<file path="src/rtl/cvc_pkg.sv">
package cvc_pkg;
  typedef enum logic [1:0] {ST_IDLE, ST_RUN, ST_DONE} cvc_state_e;
  localparam int unsigned RETRY_MAX = 3;
endpackage

</file>
<file path="src/rtl/cvc_pulse_gen.sv">
module cvc_pulse_gen #(
  parameter int unsigned PW_W = 16
) (
  input  logic            clk_i,
  input  logic            rst_ni,
  input  logic            fire_i,
  input  logic            phase_i,
  input  logic [PW_W-1:0] width_i,
  output logic            active_o
);
  logic [PW_W-1:0] cnt_q;
  logic            act_q;

  always_ff @(posedge clk_i or negedge rst_ni) begin
    if (!rst_ni) begin
      cnt_q <= '0;
      act_q <= 1'b0;
    end else if (fire_i) begin
      cnt_q <= width_i - 1'b1;
      act_q <= (width_i != '0);
    end else if (act_q) begin
      // cut at verify start or when the count runs out
      if (!phase_i || cnt_q == '0) act_q <= 1'b0;
      else cnt_q <= cnt_q - 1'b1;
    end
  end

  assign active_o = act_q;
endmodule

</file>
<file path="src/rtl/cvc_retry.sv">
module cvc_retry #(
  parameter int unsigned RETRY_MAX = 3
) (
  input  logic clk_i,
  input  logic rst_ni,
  input  logic clear_i,
  input  logic verify_i,
  input  logic match_i,
  output logic advance_o,
  output logic lock_o,
  output logic mismatch_o
);
  localparam int unsigned CW = (RETRY_MAX > 2) ? $clog2(RETRY_MAX) : 1;
  localparam logic [CW-1:0] LAST_TRY = CW'(RETRY_MAX - 1);

  logic [CW-1:0] cnt_q;
  logic          lock_q, mis_q, exhausted;

  assign exhausted = (cnt_q == LAST_TRY);
  assign advance_o = verify_i && (match_i || exhausted);

  always_ff @(posedge clk_i or negedge rst_ni) begin
    if (!rst_ni) begin
      cnt_q  <= '0;
      lock_q <= 1'b0;
      mis_q  <= 1'b0;
    end else if (clear_i) begin
      cnt_q  <= '0;
      lock_q <= 1'b0;
      mis_q  <= 1'b0;
    end else if (verify_i) begin
      mis_q <= !match_i;
      if (match_i || exhausted) begin
        cnt_q  <= '0;
        lock_q <= 1'b0;
      end else begin
        cnt_q  <= cnt_q + 1'b1;
        lock_q <= 1'b1;
      end
    end
  end

  assign lock_o     = lock_q;
  assign mismatch_o = mis_q;
endmodule

</file>
<file path="src/rtl/cvc_addr_ctr.sv">
module cvc_addr_ctr #(
  parameter int unsigned BASE_W = 15,
  parameter int unsigned ADDR_W = BASE_W + 1
) (
  input  logic              clk_i,
  input  logic              rst_ni,
  input  logic              clear_i,
  input  logic              inc_i,
  input  logic              wide_i,
  output logic [ADDR_W-1:0] addr_o,
  output logic              last_o
);
  localparam logic [ADDR_W-1:0] LAST_NARROW = ADDR_W'((1 << BASE_W) - 1);
  localparam logic [ADDR_W-1:0] LAST_WIDE   = {ADDR_W{1'b1}};

  logic [ADDR_W-1:0] addr_q;

  always_ff @(posedge clk_i or negedge rst_ni) begin
    if (!rst_ni)      addr_q <= '0;
    else if (clear_i) addr_q <= '0;
    else if (inc_i)   addr_q <= addr_q + 1'b1;
  end

  assign last_o = (addr_q == (wide_i ? LAST_WIDE : LAST_NARROW));
  assign addr_o = addr_q;
endmodule

</file>
<file path="src/rtl/copy_verify_ctrl.sv">
module copy_verify_ctrl
  import cvc_pkg::*;
#(
  parameter int unsigned BASE_W    = 15,
  parameter int unsigned ADDR_W    = BASE_W + 1,
  parameter int unsigned PW_W      = 16,
  parameter int unsigned DEF_WIDTH = 19500
) (
  input  logic              clk_i,
  input  logic              rst_ni,
  input  logic              start_i,
  input  logic              wide_i,
  input  logic              width_we_i,
  input  logic [PW_W-1:0]   width_i,
  input  logic              phase_i,
  input  logic [7:0]        data_i,
  output logic [ADDR_W-1:0] addr_o,
  output logic              src_rd_o,
  output logic              tgt_pgm_o,
  output logic              tgt_vfy_o,
  output logic              pgm_pulse_no,
  output logic              mismatch_o,
  output logic              lock_o,
  output logic              done_o
);
  cvc_state_e      state_q;
  logic            phase_q, armed_q, run, rise, fall, fire, verify, match;
  logic            go, advance, at_last, pulse_act;
  logic [7:0]      hold_q;
  logic [PW_W-1:0] width_q;

  assign run    = (state_q == ST_RUN);
  assign go     = start_i && !run;
  assign rise   = phase_i && !phase_q;
  assign fall   = !phase_i && phase_q;
  assign fire   = run && rise;
  assign verify = run && fall && armed_q;
  assign match  = (data_i == hold_q);

  always_ff @(posedge clk_i or negedge rst_ni) begin
    if (!rst_ni) begin
      state_q <= ST_IDLE;
      phase_q <= 1'b0;
      armed_q <= 1'b0;
      hold_q  <= '0;
      width_q <= PW_W'(DEF_WIDTH);
    end else begin
      phase_q <= phase_i;
      if (width_we_i) width_q <= width_i;
      if (fire) hold_q <= data_i;
      if (go || verify) armed_q <= 1'b0;
      else if (fire)    armed_q <= 1'b1;
      if (go) state_q <= ST_RUN;
      else if (advance && at_last) state_q <= ST_DONE;
    end
  end

  cvc_pulse_gen #(.PW_W(PW_W)) u_pulse (
    .clk_i, .rst_ni, .fire_i(fire), .phase_i, .width_i(width_q), .active_o(pulse_act)
  );

  cvc_retry #(.RETRY_MAX(RETRY_MAX)) u_retry (
    .clk_i, .rst_ni, .clear_i(go), .verify_i(verify), .match_i(match),
    .advance_o(advance), .lock_o, .mismatch_o
  );

  cvc_addr_ctr #(.BASE_W(BASE_W), .ADDR_W(ADDR_W)) u_addr (
    .clk_i, .rst_ni, .clear_i(go), .inc_i(advance && !at_last), .wide_i,
    .addr_o, .last_o(at_last)
  );

  assign src_rd_o     = run && phase_q;
  assign tgt_pgm_o    = run && phase_q;
  assign tgt_vfy_o    = run && !phase_q;
  assign pgm_pulse_no = !pulse_act;
  assign done_o       = (state_q == ST_DONE);
endmodule

</file>
<file path="config.mk">
export PLATFORM = sky130hd
export DESIGN_NAME = copy_verify_ctrl
export DESIGN_NICKNAME = d
export VERILOG_FILES = /design/src/rtl/cvc_pkg.sv /design/src/rtl/cvc_pulse_gen.sv /design/src/rtl/cvc_retry.sv /design/src/rtl/cvc_addr_ctr.sv /design/src/rtl/copy_verify_ctrl.sv
export SDC_FILE = /design/constraint.sdc
export NUM_CORES = 1
export LEC_CHECK = 0
export CAP_MARGIN = 20
export CORE_AREA = 2 2 90 92
export CTS_CLUSTER_DIAMETER = 40
export DETAILED_ROUTE_END_ITERATION = 10
export DIE_AREA = 0 0 92 94
export PLACE_DENSITY = 0.73
export RECOVER_POWER = 100
export SKIP_LAST_GASP = 1
export SYNTH_ARGS = -nofsm -noshare
export SYNTH_HDL_FRONTEND = slang
export SYNTH_SLANG_ARGS = --single-unit
</file>
<file path="constraint.sdc">
create_clock -name clk_i -period 7.5 [get_ports clk_i]
set_input_delay 1.5 -clock clk_i [delete_from_list [all_inputs] [get_ports clk_i]]
set_output_delay 1.5 -clock clk_i [all_outputs]
set_load 0.05 [all_outputs]
</file>
### Word level (Yosys, flattened, before mapping)

Index checks and enable logic that the tools add are counted.

| cells by class | value |
|---|---|
| add/subtract/negate cells | 4 |
| $mul | 0 |
| divide/modulo/power cells | 0 |
| order comparisons | 0 |
| eq/ne operators | 6 |
| shifts and indexed selects | 0 |
| multiplexer cells | 21 |
| bitwise operators | 0 |
| reductions and logical operators | 28 |

Operators by type and width:

| operator | number |
|---|---|
| 16-bit 2-to-1 mux | 6 |
| 16-bit by 1-bit subtractor with 16-bit output, second input constant | 2 |
| 16-bit by 1-bit adder with 16-bit output, second input constant | 1 |
| 16-bit == test | 1 |
| 16-bit logical NOT | 1 |
| 16-bit nonzero test | 1 |
| 1-bit logical AND | 11 |
| 1-bit 2-to-1 mux | 10 |
| 2-bit 2-to-1 mux | 5 |
| 2-bit nonzero test | 5 |
| 8-bit == test | 1 |
| 1-bit logical NOT | 6 |
| 2-bit == test, second input constant | 2 |
| 1-bit logical OR | 3 |
| 2-bit by 1-bit adder with 2-bit output, second input constant | 1 |
| 2-bit by 1-bit == test with 1-bit output, second input constant | 1 |
| 2-bit != test, second input constant | 1 |
| 2-bit AND reduction | 1 |

| word-level totals | value |
|---|---|
| flip-flop bits (word level) | 65 |
| bits in latches | 0 |
| bits in writable memories | 0 |
| memory bits (read-only) | 0 |
| output and inout port bits | 23 |
| word-level logic and storage cells | 70 |
| memories | 0 |

### Longest topological paths before layout

| logic depth | value |
|---|---|
| depth in word-level cells | 8 |
| mapped depth | 12 |

### By module

Synthesis repeated with hierarchy kept, for this count alone.

| second synthesis, totals | value |
|---|---|
| cells, all modules | 343 |
| area, all modules | 3612.2 um^2 |

By module, submodules not included:

| module | instances | cells each | area an instance (um^2) | seq. area each (um^2) |
|---|---|---|---|---|
| cvc_pulse_gen | 1 | 157 | 1348.8 | 425.4 |
| copy_verify_ctrl | 1 | 84 | 1246.2 | 708.2 |
| cvc_addr_ctr | 1 | 83 | 812.0 | 400.4 |
| cvc_retry | 1 | 19 | 205.2 | 100.1 |

### Least setup slack after synthesis

Ideal clock, no wire load.

| timing path | value |
|---|---|
| path kind | input -> register |
| start | input port phase_i |
| end | register u_pulse.cnt_q[4] |
| data arrival time | 3.726 ns |
| required time | 7.377 ns |
| setup slack | 3.652 ns |
| stages | 11 |
| path through | and4bb_2 buf_6 clkbuf_1 mux2i_1 ha_1 clkbuf_1 inv_1 or3_1 a211oi_1 xnor2_1 a21oi_1 |

| on the way | value |
|---|---|
| word-level cells in the longest chain between the ends | 4 |
| elaborated cells on any way between the ends | 8 |
| those cells by class | eq/ne (1); mux (1); reduce/logical (6) |

Ends and longest elaborated chain:

| item | RTL line | source |
|---|---|---|
| start, declared | copy_verify_ctrl.sv:15 | `input logic phase_i,` |
| 1-bit logical AND or 1-bit logical NOT (tied branches) | copy_verify_ctrl.sv:34, cvc_pulse_gen.sv:23 |  |
| 1-bit logical AND or 1-bit logical OR (tied branches) | copy_verify_ctrl.sv:36, cvc_pulse_gen.sv:23 |  |
| 2-bit != test (no line) or 2-bit nonzero test (tied branches) | n/a |  |
| 2-bit AND reduction (no line) | n/a |  |
| end signal, assigned | cvc_pulse_gen.sv:19 | `cnt_q <= width_i - 1'b1;` |
| end signal, assigned | cvc_pulse_gen.sv:24 | `else cnt_q <= cnt_q - 1'b1;` |
| end, declared | cvc_pulse_gen.sv:11 | `logic [PW_W-1:0] cnt_q;` |

Several ways; a longest one is shown, not always the timed one.
A chain may end at the register's enable or synchronous reset.

### Worst setup path in the final report

Ends and elaborated chain as after synthesis.

==> flow_metrics.py <==
metrics = {
    "global_route": {
        "grtUsageTotal_pct": 20.5,
        "grt.overflow.total": 0,
        "grt_pass1_vias": 2957,
        "grt_max_degree": 66,
        "antenna_found_initial": 0,
        "grt_pass1_wl_um": 14200,
    },
    "worst_setup_path": {
        "rr_worst_depth": 8,
        "crit_family": "simple AND/OR/NAND/NOR gates",
        "crit_fanout": 31,
        "cp_cell_sequence": "dlygate4sd3_1 -> and4bb_1 -> mux2i_1 -> ha_1 -> inv_1 -> or3_1 -> a211oi_1 -> xnor2_1 -> a21oi_1",
        "worst-setup-path-type": "input port to flop",
        "r2r-end": "u_pulse.cnt_q[4]",
        "max_stage_delay_ps": 980,
        "arrival_ps": 4840,
        "ff2ff_setup_slack_ps": 4100,
        "critical_path_buf_inv_count": 2,
        "end_kind": "flop",
        "reg2reg_from": "state_q[1]",
        "required_ps": 7640,
        "cp_slowest_cell": "and4bb_1",
        "critPathLaunchType": "input port",
        "crit_cells": 9,
    },
    "min_path": {
        "holdPathStages": 2,
        "worstHoldEndpoint": "u_retry.lock_o",
        "min_from": "u_retry.lock_o",
        "hold_class": "flop to flop",
    },
    "sta": {
        "slew_headroom_pct": -131,
        "post-route-min-period_ps": 4700,
        "clock.fmax_ghz": 0.213,
        "post-route-period-util_pct": 62.6,
        "fin_ws_ps": 2800,
        "fin_worst_skew_ps": 8.67,
        "maxSlewViolCount": 103,
        "final.setup.tns_ps": 0,
        "final-setup-viol-count": 0,
        "worst_slew_pin_slew_ps": 3470,
        "final-hold-violation-count": 0,
        "rsz0062_at_grt": "no",
    },
    "detailed_routing": {
        "antenna_left": 0,
        "firstDrtPassIters": 4,
        "postRouteWirelength_um": 8590,
        "num_vias": 3263,
        "wire_per_inst_um": 15.9,
        "drt-initial-drc-count": 222,
        "drc": 0,
        "vias_per_cell": 6.02,
    },
    "floorplanning": {
        "io_pins": 53,
        "fp.coreArea_mm2": 0.00761,
        "rows": 32,
        "dieWidth_um": 92,
        "die_height_um": 94,
        "start_util_pct": 49.2,
        "die_area_mm2": 0.00865,
    },
    "clocking": {
        "cts_tree": "yes",
        "h-tree-depth": 3,
        "clock_latency_ps": 340,
        "cts_hold_buffers": 0,
        "cts_setup_buffers": 0,
        "clock-root-buffer": "clkbuf_8",
        "clkTransAtPathRegs_ps": 70,
        "numCtsBuffers": 9,
        "cts_buffer_depth": 2,
        "cts.sinks": 65,
        "cts_resized": 0,
    },
    "synthesis": {
        "synth_seq_cells": 65,
        "synthFlopType": "dfrtp_1",
        "yosysTopAreaCell": "dfrtp_1",
        "synth_cell_type_count": 54,
        "synth_seq_area_share_pct": 43.7,
        "syn_inst": 391,
        "avgSynthCellArea_um2": 9.56,
        "synth_enable_flop_cells": 0,
        "synth_fp_nets": 424,
        "ys_top_cells_by_area": "dfrtp_1 (39%), mux2_2 (5.1%), nand2_1 (4.9%), dfstp_2 (4.2%), xnor2_1 (3.5%)",
        "synth_top_area_share_pct": 39.5,
        "syn_area_mm2": 0.00374,
        "yosysWarnings": 0,
        "synth_async_sr_flop_share_pct": 100,
    },
    "job": {
        "max-cap-violations": 2,
    },
    "place": {
        "port_buffers": 52,
        "place_hpwl_um": 6030,
        "place_ws_ps": 2920,
        "dp.cells": 526,
        "place.gp.congestion": 0.881,
    },
    "power": {
        "ir_drop_v": 0.000124,
        "p_int_mw": 0.694,
        "p_seq_share_pct": 44.9,
        "power_switching_mw": 0.350,
        "p_leak_nw": 1.78,
        "clkPwrFrac_pct": 29.9,
        "power_frac_comb_pct": 25.2,
        "swShare_pct": 33.5,
        "power_density_mw_per_mm2": 233,
    },
    "run_status": {
        "status": "complete, but fails checks",
        "violations": "capacitance limit, slew limit",
    },
    "cells_and_area": {
        "drive_gt1_share_pct": 12.5,
        "antenna_cells": 0,
        "post-route-util_pct": 58.9,
        "design.final.nets": 468,
        "syn_to_final_growth_pct": 19.7,
        "nFillCells": 664,
        "final_cell_count_no_fill": 542,
    },
}
==> final cells by class <==
class	count	area (um^2)	area share, %
clock inverter	2	35.0	0.782
clock buffer	14	173	3.86
sequential	65	1630	36.5
multi-input combinational	298	1960	43.7
tap	102	128	2.85
inverter	6	22.5	0.503
timing repair buffer	55	531	11.8
==> per-layer routing <==
| metal | wire length, um | GRT usage [%] | part of all wire [%] | vias up |
|---|---|---|---|---|
| li1 | - | - | - | 1560 |
| met1 | 3830 | 27.9 | 45 | 1582 |
| met2 | 4180 | 33.3 | 49 | 114 |
| met3 | 448 | 2.41 | 5.2 | 7 |
| met4 | 134 | 8.71 | 1.6 | 0 |
| met5 | 0 | 0 | 0 | - |
==> cell usage in the layout (no fill, tap or decap), types with 10 or more instances in the layout <==
master           count
a21oi_1             20
clkbuf_8            12
clkdlybuf4s50_1     25
dfrtp_1             59
dlygate4sd3_1       26
mux2_2              17
nand2_1             49
nand3_1             12
nand4_1             10
nor2_1              21
nor4_1              10
o21ai_0             10
o31ai_1             14
or3_1               12
or4_1               14
xnor2_1             15
==> tightest hold or removal path: stages, from the launching register on <==
cell	delay, ps
dfrtp_1	340
nand3_1	60
nand2_1	70
==> worst max-delay path by stage <==
stage / from / slack (ps) / endpoint
2_1_floorplan: phase_i / 3650 / u_pulse.cnt_q[4]
3_3_place_gp: phase_i / 3050 / u_pulse.cnt_q[4]
3_5_place_dp: phase_i / 2920 / u_pulse.cnt_q[4]
4_1_cts: phase_i / 3270 / u_pulse.cnt_q[4]
5_1_grt: rst_ni / 2400 / u_pulse.cnt_q[1]
6_report: phase_i / 2800 / u_pulse.cnt_q[4]
==> Yosys cell counts (8+ instances only) <==
| library cell | count |
|---|---|
| dfrtp_1 | 59 |
| nand2_1 | 49 |
| nor2_1 | 21 |
| a21oi_1 | 20 |
| mux2_2 | 17 |
| xnor2_1 | 15 |
| o31ai_1 | 14 |
| or4_1 | 14 |
| clkbuf_1 | 13 |
| nand3_1 | 12 |
| or3_1 | 12 |
| nand4_1 | 10 |
| nor4_1 | 10 |
| o21ai_0 | 10 |
| nor3_1 | 9 |
| a31oi_1 | 8 |
==> registers in the layout, indices dropped and copies added (netlist names) <==
name / cells
u_pulse.cnt_q: 16
phase_q: 1
u_retry.mismatch_o: 1
state_q: 2
u_pulse.active_o: 1
hold_q: 8
u_addr.addr_o: 16
armed_q: 1
width_q: 16
u_retry.cnt_q: 2
u_retry.lock_o: 1
==> per-stage QoR <==
stage	power (mW)	instance area, um^2	hold WS, ps
global placement	0.733	4280	480
CTS	1.06	4490	500
floorplan	0.658	3740	457
global route	1.10	4480	511
detailed placement	0.743	4280	486
finish	1.04	4480	497
==> logic make-up after synthesis <==
| kind of cell | synth area share [%] |
|---|---|
| compound gates | 15.6 |
| xor+xnor | 4.68 |
| fa+ha+maj | 1.00 |
| buf+inv | 3.91 |
| flops | 43.7 |
| mux | 6.46 |
| simple gates | 24.7 |
==> power groups by stage <==
stage / clock network (mW) / logic [mW] / registers, mW
6_report: 0.312 / 0.263 / 0.469
5_1_grt: 0.335 / 0.291 / 0.478
4_1_cts: 0.318 / 0.270 / 0.469
3_5_place_dp: 0 / 0.269 / 0.474
3_3_place_gp: 0 / 0.262 / 0.472
2_1_floorplan: 0 / 0.175 / 0.483
No activity file was read; power rests on OpenSTA's default activity.
